`src/rtl/tx_wb_sequencer.sv`:
```
module tx_wb_sequencer #(
  parameter int DEPTH = 4,
  parameter int IDX_W = 8,
  parameter int FR_W  = 6
) (
  input  logic             clk,
  input  logic             rst_n,
  input  logic [IDX_W-1:0] ring_len,
  input  logic             in_valid,
  output logic             in_ready,
  input  logic             in_rs,
  input  logic             in_rps,
  input  logic [FR_W-1:0]  in_frames,
  input  logic             tx_done,
  input  logic             tx_err,
  output logic             wb_req,
  output logic [IDX_W-1:0] wb_idx,
  output logic [IDX_W-1:0] head_ptr
);
  localparam int PW = $clog2(DEPTH);
  localparam int CW = $clog2(DEPTH + 1);
  localparam int EW = FR_W + 2;

  logic [EW-1:0]   mem [DEPTH];
  logic [PW-1:0]   rd_p, wr_p;
  logic [CW-1:0]   q_cnt;
  logic [FR_W-1:0] sent;

  logic [EW-1:0]   front;
  logic            f_rs, f_rps, q_nonempty, push, release_hold, retire;
  logic [FR_W-1:0] f_fr, need;
  logic [FR_W:0]   sent_p1;
  logic [IDX_W-1:0] head_nxt;

  assign front      = mem[rd_p];
  assign f_rs       = front[EW-1];
  assign f_rps      = front[EW-2];
  assign f_fr       = front[FR_W-1:0];
  assign need       = (f_fr == '0) ? FR_W'(1) : f_fr;
  assign sent_p1    = {1'b0, sent} + 1'b1;

  assign q_nonempty   = q_cnt != '0;
  assign in_ready     = q_cnt != CW'(DEPTH);
  assign push         = in_valid && in_ready;
  assign release_hold = tx_err || (tx_done && sent_p1 >= {1'b0, need});
  assign retire       = q_nonempty && (!f_rps || release_hold);
  assign head_nxt     = (head_ptr == ring_len - 1'b1) ? '0 : head_ptr + 1'b1;

  always_ff @(posedge clk)
    if (push) mem[wr_p] <= {in_rs, in_rps, in_frames};

  always_ff @(posedge clk) begin
    if (!rst_n) begin
      rd_p     <= '0;
      wr_p     <= '0;
      q_cnt    <= '0;
      sent     <= '0;
      wb_req   <= 1'b0;
      wb_idx   <= '0;
      head_ptr <= '0;
    end else begin
      if (push)
        wr_p <= (wr_p == PW'(DEPTH - 1)) ? '0 : wr_p + 1'b1;
      if (retire)
        rd_p <= (rd_p == PW'(DEPTH - 1)) ? '0 : rd_p + 1'b1;
      q_cnt <= q_cnt + CW'(push) - CW'(retire);

      if (retire)
        sent <= '0;
      else if (q_nonempty && f_rps && tx_done)
        sent <= sent + 1'b1;

      wb_req <= retire && (f_rs || f_rps);
      if (retire) begin
        wb_idx   <= head_ptr;
        head_ptr <= head_nxt;
      end
    end
  end
endmodule


```
`config.mk`:
```
export PLATFORM = sky130hd
export DESIGN_NAME = tx_wb_sequencer
export DESIGN_NICKNAME = d
export VERILOG_FILES = /design/src/rtl/tx_wb_sequencer.sv
export SDC_FILE = /design/constraint.sdc
export NUM_CORES = 1
export LEC_CHECK = 0
export BUFFER_PORTS_ARGS = -buffer_cell sky130_fd_sc_hd__buf_2
export CAP_MARGIN = 20
export CELL_PAD_IN_SITES_DETAIL_PLACEMENT = 0
export CELL_PAD_IN_SITES_GLOBAL_PLACEMENT = 1
export CORE_MARGIN = 1.5
export CORE_UTILIZATION = 46
export DETAILED_ROUTE_END_ITERATION = 16
export GPL_TIMING_DRIVEN = 0
export PLACE_DENSITY_LB_ADDON = 0.1
export SYNTH_ARGS = -nofsm -noshare
export SYNTH_HDL_FRONTEND = slang
export SYNTH_SLANG_ARGS = --single-unit
export TNS_END_PERCENT = 100
```
`constraint.sdc`:
```
create_clock -name clk -period 4.4 [get_ports clk]
set_clock_uncertainty 0.05 [all_clocks]
set_input_delay 0.88 -clock clk [delete_from_list [all_inputs] [get_ports clk]]
set_output_delay 0.88 -clock clk [all_outputs]
set_load 0.01 [all_outputs]
```
==> results of run 1 <==
## logic make-up (layout without fill, tap and decap cells)
group | Yosys count | after routing | synth area share
DFF | 64 | 64 | 0.514
and+or+nand+nor | 105 | 105 | 0.172
buffers and inverters | 27 | 81 | 0.0341
xor gates and xnor gates | 17 | 17 | 0.0478
adders and majority gates | 17 | 17 | 0.0707
muxes | 10 | 10 | 0.0647
AOI/OAI and AO/OA | 39 | 39 | 0.0964
## cell usage in the layout, fill, tap and decap left out, drive strengths merged, types with 6 or more instances in the layout
| cell type | count |
|---|---|
| buf | 41 |
| nand2 | 35 |
| dfxtp | 32 |
| edfxtp | 32 |
| clkbuf | 18 |
| ha | 16 |
| inv | 16 |
| nor2 | 13 |
| xor2 | 12 |
| a21boi | 12 |
| nand3 | 11 |
| and3 | 10 |
| mux4 | 8 |
| o211ai | 7 |
| nor2b | 6 |
## worst max-delay path: stages (launching register included)
cell	delay, ps
dfxtp_1	310
clkbuf_4	230
mux4_2	540
nor4_1	280
a21o_1	160
ha_1	210
nand2b_1	130
a31oi_1	180
o211ai_1	140
a21oi_2	210
inv_2	110
buf_2	220
ha_1	290
inv_1	40
ha_1	180
fa_1	390
xnor2_1	140
and2_1	150
## state kept, by name, indices dropped and copies added, names as in the netlist, named ones only
register	cells
sent	6
mem	32
wr_p	2
wb_req	1
wb_idx	8
head_ptr	8
rd_p	2
q_cnt	3
## cell type report
cell class                      instances  area share
Clock inverter                          7      0.0262
Inverter                               15      0.0155
Clock buffer                            9      0.0341
Multi-Input combinational cell        188       0.389
Buffer                                 12      0.0145
Sequential cell                        64       0.442
Tap cell                               77      0.0266
Timing Repair Buffer                   38      0.0524
## timing repair
action | CTS | global route
setup buffers | 0 | 0
endpoints found under the setup margin | 0 | 2
gates resized for setup | 0 | 2
## worst max path at each step
| stage | start | end | slack [ps] | depth (start not counted) |
|---|---|---|---|---|
| 3_5_place_dp | flip-flop | q_cnt[2] | 200 | 17 |
| 6_report | flip-flop | q_cnt[2] | 340 | 17 |
| 2_1_floorplan | flip-flop | q_cnt[2] | 580 | 17 |
| 3_3_place_gp | flip-flop | q_cnt[2] | 220 | 17 |
| 4_1_cts | flip-flop | q_cnt[2] | 160 | 17 |
| 5_1_grt | flip-flop | q_cnt[2] | 40 | 17 |
## stage by stage
step	hold WS, ps	utilization	instances
3_5_place_dp	406	0.527	394
5_1_grt	435	0.562	410
3_3_place_gp	401	0.527	394
4_1_cts	416	0.561	410
2_1_floorplan	417	-	279
6_report	413	0.562	410
## routing by layer
metal	up-vias	part of all wire	routed length, microns	global-route usage
met2	44	0.46	2800	0.291
met5	-	0	0	0
met1	1026	0.49	2960	0.244
li1	1098	-	-	-
met4	0	0.015	92	0.0836
met3	8	0.033	200	0.0321
## power groups by stage
| stage | Combinational, mW | Sequential, mW | Clock (mW) |
|---|---|---|---|
| 2_1_floorplan | 0.397 | 0.762 | 0 |
| 3_3_place_gp | 0.538 | 0.765 | 0 |
| 3_5_place_dp | 0.548 | 0.769 | 0 |
| 4_1_cts | 0.553 | 0.755 | 0.567 |
| 5_1_grt | 0.629 | 0.765 | 0.591 |
| 6_report | 0.550 | 0.755 | 0.555 |
==> flow_summary.toml, run 1 <==
[power]
internal_power_mw = 1.26
power_mw = 1.86
power_leakage_nw = 1.49
p_sw_uw = 603
powerDensity_mw_per_mm2 = 513
sw_frac_of_total = 0.324
p_seq_frac = 0.406
p_comb_frac = 0.296
clockPowerShare = 0.298
ir_drop_mv = 0.279

[synth]
synthTopCellsByCount = "35 x nand2_1, 32 x dfxtp_1, 32 x edfxtp_1"
yosysTopAreaCellShare = 0.308
synth_cell_types = 44
ys_warn_count = 0
ys_top_cells_by_area = "edfxtp_1 31%, dfxtp_1 21%, ha_1 6.4%"
ys_seq_elements = 64
mappedNetlistNets = 317
yosysSeqAreaShare = 0.514
synth_edf_count = 32
yosys.area.top_type = "edfxtp_1"
yosysMostFrequentCell = "nand2_1"
synthCells = 279
async_flop_share = 0
synth_ff_type = "edfxtp_1"
syn_avg_cell_area_sq_um = 11.2
synth_area_sq_mm = 0.00312

[clock_network]
clock_sinks = 64
numCtsBuffers = 9
clk_pin_slew_worst_paths_ps = 70
clock_path_buffers = 2
ctsHoldBuffers = 0
clk_latency_ps = 340
clock-root-buffer = "clkbuf_8"
htreeDepth = 3
cts_tree = "built"

[global_routing]
grt_pass1_wl_microns = 10200
grt_use_total = 0.183
grt_max_degree = 13
grt_overflow = 0
antenna_found_initial = 0
first_global_vias = 2121

[sta]
fmax_ghz = 0.247
slew_violations = 0
fin_crit_sh = 0.922
worst_slew_pin_slew_ps = 467
final.setup.worst_slack_ps = 343
rsz0062_at_grt = "no"
min_period_ps = 4060
setup_violations = 0
max_slew_margin = 0.688
hold_viol = 0
tns_ps = 0

[outcome]
status = "finished, violations left"
violations = "DRC"

[floorplan]
num_rows = 29
start_util = 0.482
io_pins = 39
coreArea_sq_mm = 0.00646
die_area_sq_mm = 0.00728
die_w_microns = 85.3
die_y_microns = 85.3

[routing]
dr.pass1.iters = 10
ant_nets = 0
vias = 2176
via_per_inst = 5.31
initialDrtViolationCount = 68
drc = 3
totalWireLength_microns = 6050
post_drt_wl_per_cell_microns = 14.8

[cells_and_area]
drive_above_1_share = 0.216
area_delta_synth_final_pct = 16.4
multi_input_area_sq_mm = 0.00141
finalNetCount = 366
antenna_cells = 0
fin_area_sq_mm = 0.00363
seqCellArea_sq_mm = 0.00160
fill_cells = 592

[critical_path]
ff2ff_path_depth = 17
cp_data_arrival_time_ps = 4240
r2r_end = "q_cnt[2]"
critPathLaunchType = "flip-flop"
critical_path_class = "flip-flop to flip-flop"
worstPathRequired_ps = 4580
cp_max_fo = 10
endpoint_kind = "flip-flop"
r2r_setup_slack_ps = 340

[worst_hold_path]
min_to = "wb_idx[0]"
min_delay_path_depth = 2
hold_class = "flip-flop to flip-flop"
hold_start = "wb_idx[0]"

[placed_design]
dp_hpwl_microns = 4350
port_buffers = 38
post_dp_cell_area_sq_mm = 0.00340
place_ws_ps = 195
gp_congestion = 0.760

[run]
maxCapViolCount = 0
Note: power is estimated with default switching activity, not from simulation.
==> run 2, diff against run 1 <==
- CORE_UTILIZATION: 46 -> 45
==> run 2 against run 1 <==
The run now ends clean. Global-route usage down 0.81 points. Critical endpoint unchanged. Design area grew 0.31%. First-iteration DRC count is 1.5% higher. Utilization fell by 2.3 points. Maximum frequency is essentially flat. Worst hold slack lost 1.5 ps. Sequential power barely moved. Largest cell class unchanged. Cell count up 0.73%. Highest routed layer unchanged.
==> flow_summary.toml, run 2 (synthesis results as in run 1) <==
[cells_and_area]
top_register = "mem"
final_cell_mix = "41 x buf_2, 35 x nand2_1, 32 x dfxtp_1, 32 x edfxtp_1, 16 x ha_1"
reg_top3 = "mem x32, head_ptr x8, wb_idx x8"
fill_cells = 623
antenna_cells = 0
area_delta_synth_final_pct = 16.8
multi_input_area_sq_mm = 0.00141
finalNetCount = 366
layout_commonest_cell = "buf_2"
drive_above_1_share = 0.219
seqCellArea_sq_mm = 0.00160
largest_register_ffs = 32
fin_area_sq_mm = 0.00364
post-route-util = 0.539

[routing]
post_drt_wl_per_cell_microns = 14.2
ant_nets = 0
dr.pass1.iters = 4
totalWireLength_microns = 5880
vias = 2137
via_per_inst = 5.17
drc = 0
initialDrtViolationCount = 69

[outcome]
status = "complete, no violations"

[floorplan]
die_y_microns = 86.2
die_area_sq_mm = 0.00743
die_w_microns = 86.2
num_rows = 30
start_util = 0.461
coreArea_sq_mm = 0.00676
io_pins = 39

[placed_design]
gp_congestion = 0.759
post_dp_cell_area_sq_mm = 0.00341
port_buffers = 38
dp_hpwl_microns = 4180

[sta]
min_period_ps = 4050
slew_violations = 0
tns_ps = 0
fin_crit_sh = 0.921
setup_violations = 0
max_slew_margin = 0.682
fmax_ghz = 0.247
hold_viol = 0
worst_slew_pin_slew_ps = 477
rsz0062_at_grt = "no"

[critical_path]
cpMostUsedCell = "ha_1"
worstPathRequired_ps = 4580
cp_max_fo = 10
endpoint_kind = "flip-flop"
slowest_delay_ps = 390
slowest_stage = "mux4_2"
critical_path_class = "flip-flop to flip-flop"
critPathLaunchType = "flip-flop"
cp_cell_sequence = "clkbuf_1 -> mux4_2 -> nor4_1 -> a21o_1 -> ha_1 -> nand2b_1 -> a31oi_1 -> o211ai_1 -> a21oi_2 -> inv_2 -> buf_2 -> ha_1 -> inv_1 -> ha_1 -> fa_1 -> xnor2_1 -> and2_1"
endpoint = "q_cnt[2]"
r2r_end = "q_cnt[2]"
cp_data_arrival_time_ps = 4230
ff2ff_path_depth = 17
r2r_setup_slack_ps = 350

[global_routing]
grt_pass1_wl_microns = 9850
antenna_found_initial = 0
grt_overflow = 0
grt_use_total = 0.174
first_global_vias = 2112
grt_max_degree = 14

[worst_hold_path]
hold_class = "flip-flop to flip-flop"
min_delay_path_depth = 2

[clock_network]
clk_pin_slew_worst_paths_ps = 80
clock_sinks = 64
numCtsBuffers = 9
clock_path_buffers = 2
post_cts_buffers = 0
htreeDepth = 3
clk_latency_ps = 340
clock-root-buffer = "clkbuf_8"
cts_tree = "built"

[power]
power_leakage_nw = 1.49
powerDensity_mw_per_mm2 = 513
ir_drop_mv = 0.298

[run]
maxCapViolCount = 0
-- run 2: cell types whose count changed in the layout (fill, tap and decap cells not counted) --
cell and change:
clkinv_2 -1, clkinv_1 -1, inv_6 +1, clkinvlp_4 +1
-- run 2: area by class of cell --
class	instances	share of cell area
flip-flops and latches	64	0.440
well taps	80	0.0275
clock buffers	9	0.0340
plain buffers	12	0.0144
inverters	15	0.0155
clock inverters	7	0.0282
multi-input cells	188	0.388
repair buffers	38	0.0523
-- run 2: worst min-delay path by stage --
stage | slack [ps] | from | to
floorplan | 420 | rd_p[1] | flip-flop
global placement | 400 | wb_idx[5] | wb_idx[5]
detailed placement | 410 | wb_idx[3] | wb_idx[3]
CTS | 420 | wb_idx[3] | wb_idx[3]
global route | 430 | wb_idx[5] | wb_idx[5]
finish | 410 | wb_idx[4] | wb_idx[4]
-- run 2: layer usage --
layer | vias up | track usage | share of wire
li1 | 1099 | - | -
met1 | 992 | 0.243 | 0.50
met2 | 39 | 0.265 | 0.45
met3 | 7 | 0.0419 | 0.043
met4 | 0 | 0.0660 | 0.011
met5 | - | 0 | 0
-- run 2: critical path, delay by kind of cell, from the launching register on --
| kind | cells | cell delay (ps) |
|---|---|---|
| adder cells (fa/ha/maj) | 4 | 1060 |
| buffers and inverters | 4 | 720 |
| AO/OA/AOI/OAI | 4 | 680 |
| AND/OR/NAND/NOR | 3 | 590 |
| multiplexers | 1 | 390 |
| flip-flops | 1 | 310 |
| XOR/XNOR | 1 | 140 |
-- run 2: per-stage QoR --
stage | instances | setup WS, ps | hold slack (ps) | power, mW
6_report | 413 | 346 | 412 | 1.87
5_1_grt | 413 | 25.3 | 432 | 2.01
4_1_cts | 413 | 138 | 417 | 1.88
3_5_place_dp | 397 | 177 | 406 | 1.31
3_3_place_gp | 397 | 156 | 399 | 1.30
2_1_floorplan | 279 | 580 | 417 | 1.16
-- run 2: what timing repair did --
item,CTS,global route
setup endpoints to repair,0,2
gates resized for setup,0,2
hold buffers,0,0
-- run 2: where the power goes --
part	leakage, nW	internal (mW)	switching, mW
Combinational	0.827	0.231	0.310
Clock	0.110	0.325	0.249
Sequential	0.553	0.704	0.0481
==> run 3, diff against run 2 <==
- clock period: 4.4 -> 5.1 ns (I/O delays scaled with it)
==> run 3 against run 2 <==
Design area is 0.17% lower. Power is 14% lower. Worst hold slack hardly changed. Via count hardly changed. Clock power is 14% lower.
==> flow_summary.toml, run 3 (synthesis results as in run 1) <==
[critical_path]
worstPathRequired_ps = 5280
critical_path_class = "flip-flop to flip-flop"
slowest_stage = "mux4_2"
endpoint_kind = "flip-flop"
timing.critical_path.buf_inv = 4
cp_cell_sequence = "buf_2 -> mux4_2 -> nor4_1 -> a21o_1 -> ha_1 -> nand2b_1 -> a31oi_1 -> o211ai_1 -> a21oi_1 -> inv_2 -> buf_2 -> ha_1 -> inv_1 -> ha_1 -> fa_1 -> xnor2_1 -> and2_1"
cp_max_fo = 10
slowest_delay_ps = 550
cpMostUsedCell = "ha_1"
crit_family = "adder cells"
cp_data_arrival_time_ps = 4370
critPathLaunchType = "flip-flop"

[floorplan]
start_util = 0.461
die_area_sq_mm = 0.00743
io_pins = 39
die_y_microns = 86.2
die_w_microns = 86.2
num_rows = 30
coreArea_sq_mm = 0.00676

[cells_and_area]
final_cell_mix = "42 x buf_2, 35 x nand2_1, 32 x dfxtp_1, 32 x edfxtp_1, 16 x ha_1"
antenna_cells = 0
area_delta_synth_final_pct = 16.6
finalNetCount = 366
drive_above_1_share = 0.216
largest_register_ffs = 32
reg_top3 = "mem x32, head_ptr x8, wb_idx x8"
top_register = "mem"
fin_area_sq_mm = 0.00363
layout_commonest_cell = "buf_2"

[sta]
setup_violations = 0
max_slew_margin = 0.686
rsz0062_at_grt = "no"
fin_crit_sh = 0.821
worst_slew_pin_slew_ps = 471
hold_viol = 0
tns_ps = 0
slew_violations = 0
min_period_ps = 4190
fmax_ghz = 0.239

[clock_network]
clock_path_buffers = 2
numCtsBuffers = 9
ctsHoldBuffers = 0
clk_pin_slew_worst_paths_ps = 80
clk_latency_ps = 340
clock-root-buffer = "clkbuf_8"
clock_sinks = 64
ctsResizeCount = 0
cts_tree = "built"
htreeDepth = 3
post_cts_buffers = 0

[placed_design]
dp_hpwl_microns = 4180
gp_congestion = 0.759
post_dp_cell_area_sq_mm = 0.00341
port_buffers = 38

[power]
powerDensity_mw_per_mm2 = 441
ir_drop_mv = 0.262
power_leakage_nw = 1.49

[worst_hold_path]
hold_class = "flip-flop to flip-flop"

[run]
maxCapViolCount = 0

[global_routing]
first_global_vias = 2112
grt_overflow = 0
antenna_found_initial = 0
grt_pass1_wl_microns = 9850
grt_max_degree = 14
grt_use_total = 0.174

[routing]
drc = 0
dr.pass1.iters = 4
via_per_inst = 5.17
initialDrtViolationCount = 79
vias = 2135
post_drt_wl_per_cell_microns = 14.2
totalWireLength_microns = 5870
ant_nets = 0

[outcome]
status = "complete, no violations"
-- run 3: through the flow --
stage,util,std cells,total power [mW],hold WS (ps),setup WS (ps)
detailed placement,0.504,397,1.13,406,877
finish,0.538,413,1.60,412,911
CTS,0.538,413,1.63,417,838
global route,0.538,413,1.73,432,575
floorplan,-,279,1.00,417,1280
global placement,0.504,397,1.13,399,856
-- run 3: worst paths after layout --
kind / startpoint / slack (ps) / to / depth (start not counted)
setup / recovery: flip-flop / 910 / q_cnt[2] / 17
hold / removal: wb_idx[7] / 410 / wb_idx[7] / 2
setup reg to reg: flip-flop / 910 / q_cnt[2] / 17
hold reg to reg: wb_idx[7] / 410 / wb_idx[7] / 2
-- run 3: routing by layer --
layer,wire length (microns),vias to the layer above,share of wire,track usage
li1,-,1100,-,-
met1,3000,992,0.51,0.243
met2,2580,36,0.44,0.265
met3,227,7,0.039,0.0419
met4,59,0,0.010,0.0660
met5,0,-,0,0
-- run 3: worst register-to-register path, cell delays in order, from the launching register on --
cell and delay, ps:
dfxtp_1 310, buf_2 270, mux4_2 560, nor4_1 300, a21o_1 160, ha_1 210, nand2b_1 140, a31oi_1 190
o211ai_1 120, a21oi_1 260, inv_2 130, buf_2 220, ha_1 290, inv_1 30, ha_1 180, fa_1 380
xnor2_1 140, and2_1 150
-- run 3: layout make-up --
class	instances	area (sq um)
inverters	15	56.3
clock buffers	9	124
flip-flops and latches	64	1600
fillers	623	3120
repair buffers	38	190
well taps	80	100
plain buffers	12	50.0
clock inverters	7	103
multi-input cells	188	1410
-- run 3: where the power goes --
part	internal (mW)	switching, mW
logic	0.196	0.264
clock network	0.280	0.214
registers	0.608	0.0414
